File: src/rtl/ackarb_pkg.sv
package ackarb_pkg;
  typedef enum logic [1:0] {
    ROLE_PRIMARY   = 2'b00,
    ROLE_FALLBACK  = 2'b01,
    ROLE_BYSTANDER = 2'b10,
    ROLE_SILENT    = 2'b11
  } role_e;
endpackage

File: src/rtl/ackarb_arm.sv
module ackarb_arm
  import ackarb_pkg::*;
(
  input  logic  clk,
  input  logic  rst_n,
  input  logic  call_end,
  input  logic  alert_det,
  input  logic  off_hook_in,
  input  role_e role,
  output logic  armed
);
  logic eligible;

  always_comb begin
    case (role)
      ROLE_PRIMARY, ROLE_FALLBACK: eligible = 1'b1;
      ROLE_BYSTANDER:              eligible = off_hook_in;
      default:                     eligible = 1'b0;
    endcase
  end

  always_ff @(posedge clk) begin
    if (!rst_n)                     armed <= 1'b0;
    else if (call_end)              armed <= 1'b0;
    else if (alert_det && eligible) armed <= 1'b1;
  end

  AST_SILENT_NEVER_ARMS: assert property (@(posedge clk) disable iff (!rst_n)
    (role == ROLE_SILENT && !armed) |=> !armed);
endmodule

File: src/rtl/ackarb_lhctr.sv
module ackarb_lhctr #(
  parameter int MAX_MS = 35,
  localparam int CW = $clog2(MAX_MS + 1)
) (
  input  logic          clk,
  input  logic          rst_n,
  input  logic          clr,
  input  logic          tick,
  input  logic          run,
  input  logic          hold,
  output logic [CW-1:0] cnt
);
  localparam logic [CW-1:0] CMAX = CW'(MAX_MS);

  always_ff @(posedge clk) begin
    if (!rst_n)              cnt <= '0;
    else if (clr)            cnt <= '0;
    else if (run || hold) begin
      if (tick && cnt != CMAX) cnt <= cnt + 1'b1;
    end else                 cnt <= '0;
  end

  AST_CNT_RESTARTS: assert property (@(posedge clk) disable iff (!rst_n)
    (!clr && !run && !hold) |=> (cnt == '0));
endmodule

File: src/rtl/ackarb_role.sv
module ackarb_role
  import ackarb_pkg::*;
#(
  parameter int CW         = 6,
  parameter int PRI_MIN_MS = 0,
  parameter int PRI_DL_MS  = 5,
  parameter int FB_MIN_MS  = 15,
  parameter int FB_DL_MS   = 20,
  parameter int BYS_MIN_MS = 30,
  parameter int BYS_DL_MS  = 35,
  parameter int ACK_MS     = 35
) (
  input  logic          clk,
  input  logic          rst_n,
  input  logic          call_end,
  input  role_e         role,
  input  logic          armed,
  input  logic          line_high,
  input  logic [CW-1:0] cnt,
  output logic          role_acq,
  output logic          ack_en
);
  localparam logic [CW-1:0] ACK_T = CW'(ACK_MS);
  logic [CW-1:0] thr, dl;
  logic          allowed, take;

  always_comb begin
    allowed = 1'b1;
    case (role)
      ROLE_PRIMARY:   begin thr = CW'(PRI_MIN_MS); dl = CW'(PRI_DL_MS); end
      ROLE_FALLBACK:  begin thr = CW'(FB_MIN_MS);  dl = CW'(FB_DL_MS);  end
      ROLE_BYSTANDER: begin thr = CW'(BYS_MIN_MS); dl = CW'(BYS_DL_MS); end
      default:        begin thr = '1; dl = '1; allowed = 1'b0; end
    endcase
  end

  assign take = !role_acq && armed && line_high && allowed && (cnt >= thr);

  always_ff @(posedge clk) begin
    if (!rst_n)        role_acq <= 1'b0;
    else if (call_end) role_acq <= 1'b0;
    else if (take)     role_acq <= 1'b1;
  end

  always_ff @(posedge clk) begin
    if (!rst_n)                          ack_en <= 1'b0;
    else if (call_end)                   ack_en <= 1'b0;
    else if (role_acq && cnt >= ACK_T)   ack_en <= 1'b1;
  end

  AST_ROLE_STICKY: assert property (@(posedge clk) disable iff (!rst_n)
    (role_acq && !call_end) |=> role_acq);
  AST_ACK_NEEDS_ROLE: assert property (@(posedge clk) disable iff (!rst_n)
    ack_en |-> role_acq);
  AST_ROLE_NEEDS_ARM: assert property (@(posedge clk) disable iff (!rst_n)
    $rose(role_acq) |-> $past(armed));
  AST_ROLE_DEADLINE: assert property (@(posedge clk) disable iff (!rst_n)
    $rose(role_acq) |-> (cnt <= dl));
  AST_ACK_AT_MIDPOINT: assert property (@(posedge clk) disable iff (!rst_n)
    $rose(ack_en) |-> (cnt == ACK_T));
  AST_CALL_END_CLEARS: assert property (@(posedge clk) disable iff (!rst_n)
    call_end |=> (!role_acq && !ack_en));
endmodule

File: src/rtl/ackarb_top.sv
module ackarb_top
  import ackarb_pkg::*;
#(
  parameter int PRI_MIN_MS = 0,
  parameter int PRI_DL_MS  = 5,
  parameter int FB_MIN_MS  = 15,
  parameter int FB_DL_MS   = 20,
  parameter int BYS_MIN_MS = 30,
  parameter int BYS_DL_MS  = 35,
  parameter int ACK_MS     = 35
) (
  input  logic       clk,
  input  logic       rst_n,
  input  logic       tick_1ms,
  input  logic       line_high,
  input  logic       off_hook_in,
  input  logic       alert_det,
  input  logic [1:0] role_code,
  input  logic       call_end,
  output logic       offhook_req,
  output logic       ack_en,
  output logic       role_acq
);
  localparam int CW = $clog2(ACK_MS + 1);

  role_e         role;
  logic          armed;
  logic [CW-1:0] cnt;

  assign role = role_e'(role_code);

  ackarb_arm u_arm (
    .clk(clk), .rst_n(rst_n), .call_end(call_end), .alert_det(alert_det),
    .off_hook_in(off_hook_in), .role(role), .armed(armed)
  );

  ackarb_lhctr #(.MAX_MS(ACK_MS)) u_ctr (
    .clk(clk), .rst_n(rst_n), .clr(call_end), .tick(tick_1ms),
    .run(armed && line_high), .hold(role_acq), .cnt(cnt)
  );

  ackarb_role #(
    .CW(CW), .PRI_MIN_MS(PRI_MIN_MS), .PRI_DL_MS(PRI_DL_MS),
    .FB_MIN_MS(FB_MIN_MS), .FB_DL_MS(FB_DL_MS),
    .BYS_MIN_MS(BYS_MIN_MS), .BYS_DL_MS(BYS_DL_MS), .ACK_MS(ACK_MS)
  ) u_role (
    .clk(clk), .rst_n(rst_n), .call_end(call_end), .role(role),
    .armed(armed), .line_high(line_high), .cnt(cnt),
    .role_acq(role_acq), .ack_en(ack_en)
  );

  assign offhook_req = role_acq;

  AST_OFFHOOK_HELD: assert property (@(posedge clk) disable iff (!rst_n)
    (offhook_req && !call_end) |=> offhook_req);
  AST_RESET_IDLE: assert property (@(posedge clk)
    !rst_n |=> (!offhook_req && !ack_en && !role_acq));
endmodule

File: config.mk
export PLATFORM = sky130hd
export DESIGN_NAME = ackarb_top
export DESIGN_NICKNAME = d
export VERILOG_FILES = /design/src/rtl/ackarb_pkg.sv /design/src/rtl/ackarb_arm.sv /design/src/rtl/ackarb_lhctr.sv /design/src/rtl/ackarb_role.sv /design/src/rtl/ackarb_top.sv
export SDC_FILE = /design/constraint.sdc
export NUM_CORES = 1
export LEC_CHECK = 0
export ABC_AREA = 1
export BUFFER_PORTS_ARGS = -buffer_cell sky130_fd_sc_hd__buf_2
export CORE_MARGIN = 2
export CORE_UTILIZATION = 45
export CTS_CLUSTER_DIAMETER = 60
export DETAILED_ROUTE_END_ITERATION = 8
export GPL_ROUTABILITY_DRIVEN = 1
export PLACE_DENSITY = 0.67
export SLEW_MARGIN = 20
export SYNTH_ARGS = -nofsm -noshare
export SYNTH_HDL_FRONTEND = slang
export SYNTH_SLANG_ARGS = --single-unit
File: constraint.sdc
create_clock -name clk -period 2.2 [get_ports clk]
set_clock_uncertainty 0.05 [all_clocks]
set_input_delay 0.33 -clock clk [delete_from_list [all_inputs] [get_ports clk]]
set_output_delay 0.33 -clock clk [all_outputs]
set_load 0.02 [all_outputs]
==> run metrics, run 1 <==
status finished, final reports clean; CP arrival between 1 and 1.5 ns; Via density 4.77; Net count, final 118; DIE WIDTH about 41 um; Die Ht just over 40 um; Detail Placement HPWL 906 um; GR Overflow Total 0; vias in the first global route 451; Clock Path Buffers 2; Synth Warn # 0; Residual DRC 0; startpoint types register; PortBufs 11; Starting Density 47.3%; CORE AREA 1270 sq um; H-tree depth 1; clk_lat worst skew 0.26 ns; Rel. slew slack 83.0%; postcts setup bufs 0; syn nets 103; #FFs+latches synth 9; Avg Inst Size Synth 6.90 sq um; cts hold-fix bufs 0; CTS tree built; crit end category register; cells along the critical path ha_1, nand2_1, nand2_1, a21oi_1, nand2_1, nand2_1, a21oi_1; most frequent cells in the layout nand2_1, inv_1, buf_2; CP max-delay cell dfxtp_1; Worst path max stage delay around 0.44 ns; Worst-Margin Slew ~0.25 ns; CTS sink cnt 9; WL per Instance 9.66 um; Worst Hold Class input pin to register; drt first-iter violations 3; Die ar. approximately 1600 sq um; crit path max fanout 6; cts bufs inserted 3; clk root buf clkbuf_4; Synth Cell Area 601 sq um; Final Critical Period 1.30 ns; Filler Cells Inserted 134; final wirelength 1120 um; Core Rows 13; synth-to-layout area growth 15.4%; Finished Cell Area 693 sq um; Vias about 550; FMAX 0.771 GHz; fin crit share between 50% and 60%; final slew viol count 0; Crit path buffers/inverters 0; Antenna Nets Post-Route 0; register area share after synthesis a little under a third; initial antenna violation count 0; dpl cell area around 670 sq um; commonest non-fill, non-tap cell in the layout nand2_1; layout cells sized above 1 between 10% and 20%; maximum VDD drop 0.343 mV; # setup viols final 0; drt first pass iters 3; first-pass GRT wire length 1750 um; placer congestion estimate 0.681; leakage around 0.33 nW; clk slew on worst S/H paths 0.06 ns; Req. time, crit path 2.31 ns; setup TNS 0 ns; Final Hold Viols 0; Crit path max-delay family flip-flops; Tot GR Track Use 16.8%; Max-Cap Viols 0; Syn Inst Count 87; largest net degree at the start of global routing 7; CTS resizes 0; RSZ-0062 raised after global routing no; most used cell, CP nand2_1; PD cells 458 nW/um^2; Ports 12; Netlist cell types 19; crit path kind register to register; number of diodes 0
==> final cells by class <==
type / count / area (sq um) / share of cell area (%)
Clock buffer: 4 / 26.3 / 3.79
Multi-Input combinational cell: 62 / 357 / 51.4
Inverter: 15 / 56.3 / 8.12
Tap cell: 15 / 18.8 / 2.71
Sequential cell: 9 / 180 / 26.0
Timing Repair Buffer: 11 / 55.1 / 7.94
==> where the power goes <==
group	switching, mW	internal (mW)
Clock	0.0572	0.0699
Combinational	0.0149	0.0112
Sequential	0.000380	0.164
==> synth_stat cells <==
library cell,number,area (sq um)
clkinv_1,1,3.75
inv_1,13,48.8
nand3_2,1,10.0
nand2_1,21,78.8
o21a_1,1,7.51
nand4_1,1,6.26
a21oi_2,1,8.76
xor2_1,2,17.5
inv_2,1,3.75
o21bai_1,2,15.0
buf_4,1,7.51
nor2_1,8,30.0
nand3_1,5,25.0
ha_1,7,87.6
dfxtp_1,9,180
a21oi_1,10,50.1
o211ai_1,1,7.51
nand2_2,1,6.26
nor2_2,1,6.26
==> registers in the layout (all words and copies together) (netlist names) <==
signal / count
u_role.ack_en: 1
u_ctr.cnt: 6
u_arm.armed: 1
u_role.role_acq: 1
==> worst reg2reg max path: stages (launching register included) <==
cell	delay, ns
dfxtp_1	0.44
ha_1	0.29
nand2_1	0.07
nand2_1	0.04
a21oi_1	0.13
nand2_1	0.07
nand2_1	0.06
a21oi_1	0.05
==> metal layers <==
layer | track usage, % | vias to the layer above | share of wire, %
li1 | - | 308 | -
met1 | 19.6 | 231 | 50
met2 | 26.6 | 9 | 43
met3 | 3.33 | 5 | 3.5
met4 | 12.5 | 0 | 3.0
met5 | 0 | - | 0
==> path summary, 6_finish.rpt <==
| kind | startpoint | end | slack (ns) | depth (start not counted) |
|---|---|---|---|---|
| worst max-delay path | u_ctr.cnt[3] | u_role.role_acq | 0.90 | 7 |
| worst min-delay path | call_end | u_role.role_acq | 0.31 | 4 |
| worst max register to register | u_ctr.cnt[3] | u_role.role_acq | 0.90 | 7 |
| worst min register to register | u_arm.armed | u_arm.armed | 0.40 | 2 |
==> cells by family after synthesis <==
group | Yosys count | synth area share [%]
flip-flops | 9 | 30.0
AO/OA/AOI/OAI | 15 | 14.8
adder cells (fa/ha/maj) | 7 | 14.6
buffers and inverters | 16 | 10.6
AND/OR/NAND/NOR | 38 | 27.1
XOR/XNOR | 2 | 2.92
==> metrics by stage <==
step,setup slack (ns),hold slack [ns],instances,utilization (%),total power [mW]
3_3_place_gp,0.764,0.390,112,52.6,0.193
2_1_floorplan,0.926,0.379,87,-,0.182
6_report,0.903,0.306,116,54.6,0.317
5_1_grt,0.790,0.325,116,54.6,0.333
3_5_place_dp,0.665,0.398,112,52.6,0.194
4_1_cts,0.896,0.301,116,54.6,0.322
Power figures use the tool's default switching activity.
==> run 2: changes to the inputs <==
Clock period 2.2 ns to 1.32 ns, I/O delays scaled along.
==> run 2 against run 1 <==
Net effect:
- highest routed layer unchanged
- cell count up 2.6%
- wire length rose by 6.5%
- critical path type unchanged
- via count up 6.0%
- core utilization up 4.3 points
- combinational power up 80%
- largest power group unchanged
==> run metrics, run 2 (same netlist as run 1, synthesis figures left out) <==
status finished, final reports clean; hold path depth 4 (unchanged); cts bufs inserted 3 (unchanged); most frequent cells in the layout nand2_1, inv_1, buf_2; commonest non-fill, non-tap cell in the layout nand2_1; fin crit share 93.7% (+35 points); Most flops, register u_ctr.cnt; crit path max fanout 3 (-3); drt first-iter violations 11 (+8); Req. time, crit path 1.43 ns (-0.88 ns); Via density 4.92 (+3.3%); CP arrival 1.35 ns (-0.06 ns); Starting Density 47.3% (unchanged); Filler Cells Inserted 131 (-2.2%); Final Critical Period 1.24 ns (-0.0608 ns); cts hold-fix bufs 0 (unchanged); clk_lat worst skew 0.26 ns (about the same); H-tree depth 1 (unchanged); r2r setup slk 0.08 ns (-0.82 ns); pre-CTS setup slack -0.0675 ns (-0.733 ns); Clock Path Buffers 2 (unchanged); CORE AREA 1270 sq um (unchanged); Core Rows 13 (unchanged); Ports 12 (unchanged); Worst-Margin Slew 0.231 ns (-0.0235 ns); drt first pass iters 4 (+1); hold_ws 0.178 ns (-0.128 ns); Final WS setup 0.0835 ns (-0.819 ns); largest net degree at the start of global routing 7 (unchanged); Detail Placement HPWL 954 um (+5.3%); Hold Path Origin call_end; vias in the first global route 474 (+5.1%); GR Overflow Total 0 (unchanged); RSZ-0062 raised after global routing yes; maximum VDD drop 0.429 mV (+25%); Net count, final 121 (+2.5%); first-pass GRT wire length 1820 um (+3.9%); Design Power 538 uW (+69%); startpoint types register; PortBufs 11 (unchanged); placer congestion estimate 0.702 (+3.1%); Rel. slew slack 84.6% (+1.5 points); crit end category register; Residual DRC 0 (unchanged); clk root buf clkbuf_4; post-layout util 59.0% (+4.3 points); initial antenna violation count 0 (unchanged); synth-to-layout area growth 24.6%; Worst Hold Class input pin to register; Inst Count DP 114 (+1.8%); layout cells sized above 1 27.9% (+9.1 points); final slew viol count 0 (unchanged); sink of the worst hold path u_role.role_acq; FMAX 0.809 GHz (+4.9%); final wirelength 1190 um (+6.5%); WL per Instance 10.0 um (+3.8%); number of diodes 0 (unchanged); Antenna Nets Post-Route 0 (unchanged); DIE WIDTH 40.5 um (unchanged); clk slew on worst S/H paths 0.06 ns (about the same); Die ar. 1640 sq um (unchanged); CTS tree built; r2r endpoint u_role.role_acq; dpl cell area 682 sq um (+2.3%); crit path kind register to register; leakage 0.349 nW (+4.9%); reg2reg start u_ctr.cnt[5]; Final Hold Viols 0 (unchanged); Finished Cell Area 748 sq um (+7.9%); Vias 586 (+6.0%); Max-Cap Viols 0 (unchanged); R2R depth 7 (unchanged); # setup viols final 0 (unchanged); Layout Cells excl Fill 119 (+2.6%); Largest register FFs 6 (unchanged); Tot GR Track Use 17.0% (+0.27 points); PD cells 719 nW/um^2 (+57%); setup TNS 0 ns (unchanged); CTS sink cnt 9 (unchanged); Die Ht 40.5 um (unchanged)
run 2: changes by cell type in the layout (fill, tap and decap cells not counted), moves of 2 or more:
cell     delta
dfxtp_2     +3
ha_4        +2
ha_1        -2
dfxtp_1     -3
buf_4       +3
run 2: timing repair:
item	4_1_cts	5_1_grt
setup buffers	0	1
resized for setup	0	8
setup endpoints to repair	0	7
hold endpoints to repair	0	0
run 2: worst max path at each step:
stage / startpoint / to / slack [ns]
CTS: u_ctr.cnt[0] / u_role.role_acq / 0.05
detailed placement: role_code[1] / u_role.role_acq / -0.07
finish: u_ctr.cnt[5] / u_role.role_acq / 0.08
global placement: role_code[1] / u_role.role_acq / 0.02
floorplan: u_ctr.cnt[3] / u_role.role_acq / 0.15
global route: u_ctr.cnt[0] / u_role.role_acq / -0.04
run 2: layout make-up:
| cell class | instances | area [sq um] | area share [%] |
|---|---|---|---|
| Tap cell | 15 | 18.8 | 2.51 |
| Multi-Input combinational cell | 62 | 385 | 51.5 |
| Inverter | 15 | 56.3 | 7.53 |
| Timing Repair Buffer | 14 | 77.6 | 10.4 |
| Sequential cell | 9 | 184 | 24.6 |
| Clock buffer | 4 | 26.3 | 3.51 |
run 2: critical path, stage by stage (launching register included):
cell     delay (ns)
dfxtp_2        0.33
ha_1           0.30
nand2_1        0.09
inv_1          0.04
a21oi_1        0.13
nand2_1        0.06
nand2_1        0.07
a21oi_2        0.05
run 2: report_power, final:
part           switching (mW)  internal (mW)
combinational          0.0272         0.0199
sequential           0.000649          0.273
clock                   0.100          0.117
total                   0.128          0.410
run 2: metal layers:
metal  vias to the layer above  routed length, um  track usage, %  part of all wire [%]
li1                        313                  -               -                     -
met1                       261                564            20.4                    47
met2                         9                567            29.0                    48
met3                         3                 29            1.67                   2.4
met4                         0                 32            10.0                   2.7
met5                         -                  0               0                     0
==> run 3: changes to the inputs <==
--- a/config.mk
+++ b/config.mk
@@ -13,4 +13,5 @@
 export DETAILED_ROUTE_END_ITERATION = 8
 export GPL_ROUTABILITY_DRIVEN = 1
+export MAX_ROUTING_LAYER = met4
 export PLACE_DENSITY = 0.67
 export SLEW_MARGIN = 20
--- a/constraint.sdc
+++ b/constraint.sdc
@@ -3,3 +3,3 @@
 set_input_delay 0.198 -clock clk [delete_from_list [all_inputs] [get_ports clk]]
 set_output_delay 0.198 -clock clk [all_outputs]
-set_load 0.02 [all_outputs]
+set_load 0.005 [all_outputs]
==> run 3 against run 2 <==
Net effect:
- non-clock buffer count is the same
- worst setup slack stayed put
- die area is the same
- register-to-register slack barely moved
- clock-buffer cell count stayed put
- wire length about the same
- sequential share of layout area stayed put
- design area unchanged
- first-iteration DRC count unchanged
- critical path type unchanged
- sequential power barely moved
==> run metrics, run 3 (same netlist as run 1, synthesis figures left out) <==
cts bufs inserted 3 (unchanged); post-layout util 59.0% (unchanged); RSZ-0062 raised after global routing yes; CORE AREA 1270 sq um (unchanged); DIE WIDTH 40.5 um (unchanged); crit path max fanout 3 (unchanged); Residual DRC 0 (unchanged); final wirelength 1190 um (about the same); dpl cell area 682 sq um (unchanged); status finished, final reports clean; GRT met1 Usage 20.4% (unchanged); H-tree depth 1 (unchanged); Most flops, register u_ctr.cnt; drt first pass iters 4 (unchanged); final slew viol count 0 (unchanged); clk_lat worst skew 0.26 ns (about the same); Layout Cells excl Fill 119 (unchanged); fin crit share 93.7% (unchanged); Clock Path Buffers 2 (unchanged); CTS tree built; Net count, final 121 (unchanged); Rel. slew slack 84.6% (about the same); commonest non-fill, non-tap cell in the layout nand2_1; synth-to-layout area growth 24.6% (unchanged); layout cells sized above 1 27.9% (unchanged); R2R depth 7 (unchanged); Final Critical Period 1.24 ns (unchanged); Final Hold Viols 0 (unchanged); FMAX 0.809 GHz (unchanged); Die ar. 1640 sq um (unchanged); leakage 0.349 nW (unchanged); r2r endpoint u_role.role_acq; crit path kind register to register; Inst Count DP 114 (unchanged); most frequent cells in the layout nand2_1, inv_1, buf_2; number of diodes 0 (unchanged); clk slew on worst S/H paths 0.06 ns (about the same); Filler Cells Inserted 131 (unchanged); Core Rows 13 (unchanged); first-pass GRT wire length 1820 um (unchanged); Hold Path Origin call_end; WL per Instance 10.0 um (about the same); routing usage on met2 29.0% (unchanged); CTS sink cnt 9 (unchanged); Tot GR Track Use 17.5% (+0.48 points); PD cells 719 nW/um^2 (about the same); critical path capture point u_role.role_acq; startpoint types register; maximum VDD drop 0.429 mV (about the same); largest net degree at the start of global routing 7 (unchanged); r2r setup slk 0.08 ns (about the same); Vias 586 (unchanged); Detail Placement HPWL 954 um (unchanged); Worst Hold Class input pin to register; Finished Cell Area 748 sq um (unchanged); Via density 4.92 (unchanged); PortBufs 11 (unchanged); initial antenna violation count 0 (unchanged); Starting Density 47.3% (unchanged); crit end category register; GR Overflow Total 0 (unchanged); vias in the first global route 474 (unchanged); most crowded layer after global routing met2; multi-input combinational cell area 385 sq um (unchanged); met3 Use GR 1.67% (unchanged); Req. time, crit path 1.43 ns (about the same); reg2reg start u_ctr.cnt[5]; # setup viols final 0 (unchanged); Max-Cap Viols 0 (unchanged); drt first-iter violations 11 (unchanged); Largest register FFs 6 (unchanged); crit path from u_ctr.cnt[5]; Worst-Margin Slew 0.230 ns (-0.000251 ns); Ports 12 (unchanged); CP arrival 1.35 ns (about the same); register area 184 sq um (unchanged); Die Ht 40.5 um (unchanged); Antenna Nets Post-Route 0 (unchanged); placer congestion estimate 0.710 (+1.1%); clk root buf clkbuf_4
==> run 3: cell counts in the layout (fill, tap and decap cells not counted) <==
Identical to the previous run, type by type.
==> run 3: timing repair <==
action | CTS | global route
setup endpoints to repair | 0 | 7
resized for setup | 0 | 8
buffers inserted | 0 | 1
hold buffers | 0 | 0
==> run 3: final cells by class <==
cell class | count | share of cell area, %
multi-input cells | 62 | 51.5
inverters | 15 | 7.53
clock buffers | 4 | 3.51
well taps | 15 | 2.51
repair buffers | 14 | 10.4
flip-flops and latches | 9 | 24.6
==> run 3: report_power, final <==
part | switching (mW) | internal, mW | leakage (nW)
clock | 0.100 | 0.117 | 0.0150
combinational | 0.0272 | 0.0199 | 0.260
sequential | 0.000649 | 0.273 | 0.0741
==> run 3: how the worst min path moves through the flow <==
stage	endpoint	slack, ns	cells past startpoint
final	u_role.role_acq	0.18	4
after global routing	u_role.role_acq	0.20	4
after CTS	u_role.role_acq	0.17	4
after detailed placement	u_arm.armed	0.39	2
after global placement	u_arm.armed	0.39	2
after floorplan	u_ctr.cnt[1]	0.31	2
==> run 3: critical path, stage by stage (launching register included) <==
cell and delay, ns:
dfxtp_2 0.33, ha_1 0.30, nand2_1 0.09, inv_1 0.04, a21oi_1 0.13, nand2_1 0.06, nand2_1 0.07, a21oi_2 0.05
==> run 3: routing by layer <==
metal  wire (um)  part of all wire [%]
met1         563                    47
met2         568                    48
met3          29                   2.4
met4          32                   2.7
met5           0                     0
==> run 3: metrics by stage <==
step                worst slack (ns)  setup TNS [ns]  total power, mW  hold WS (ns)
floorplan                      0.149               0            0.303         0.315
global placement              0.0150               0            0.322         0.390
detailed placement           -0.0675         -0.0675            0.324         0.394
CTS                           0.0497               0            0.544         0.167
global route                 -0.0438         -0.0438            0.560         0.199
finish                        0.0835               0            0.538         0.178
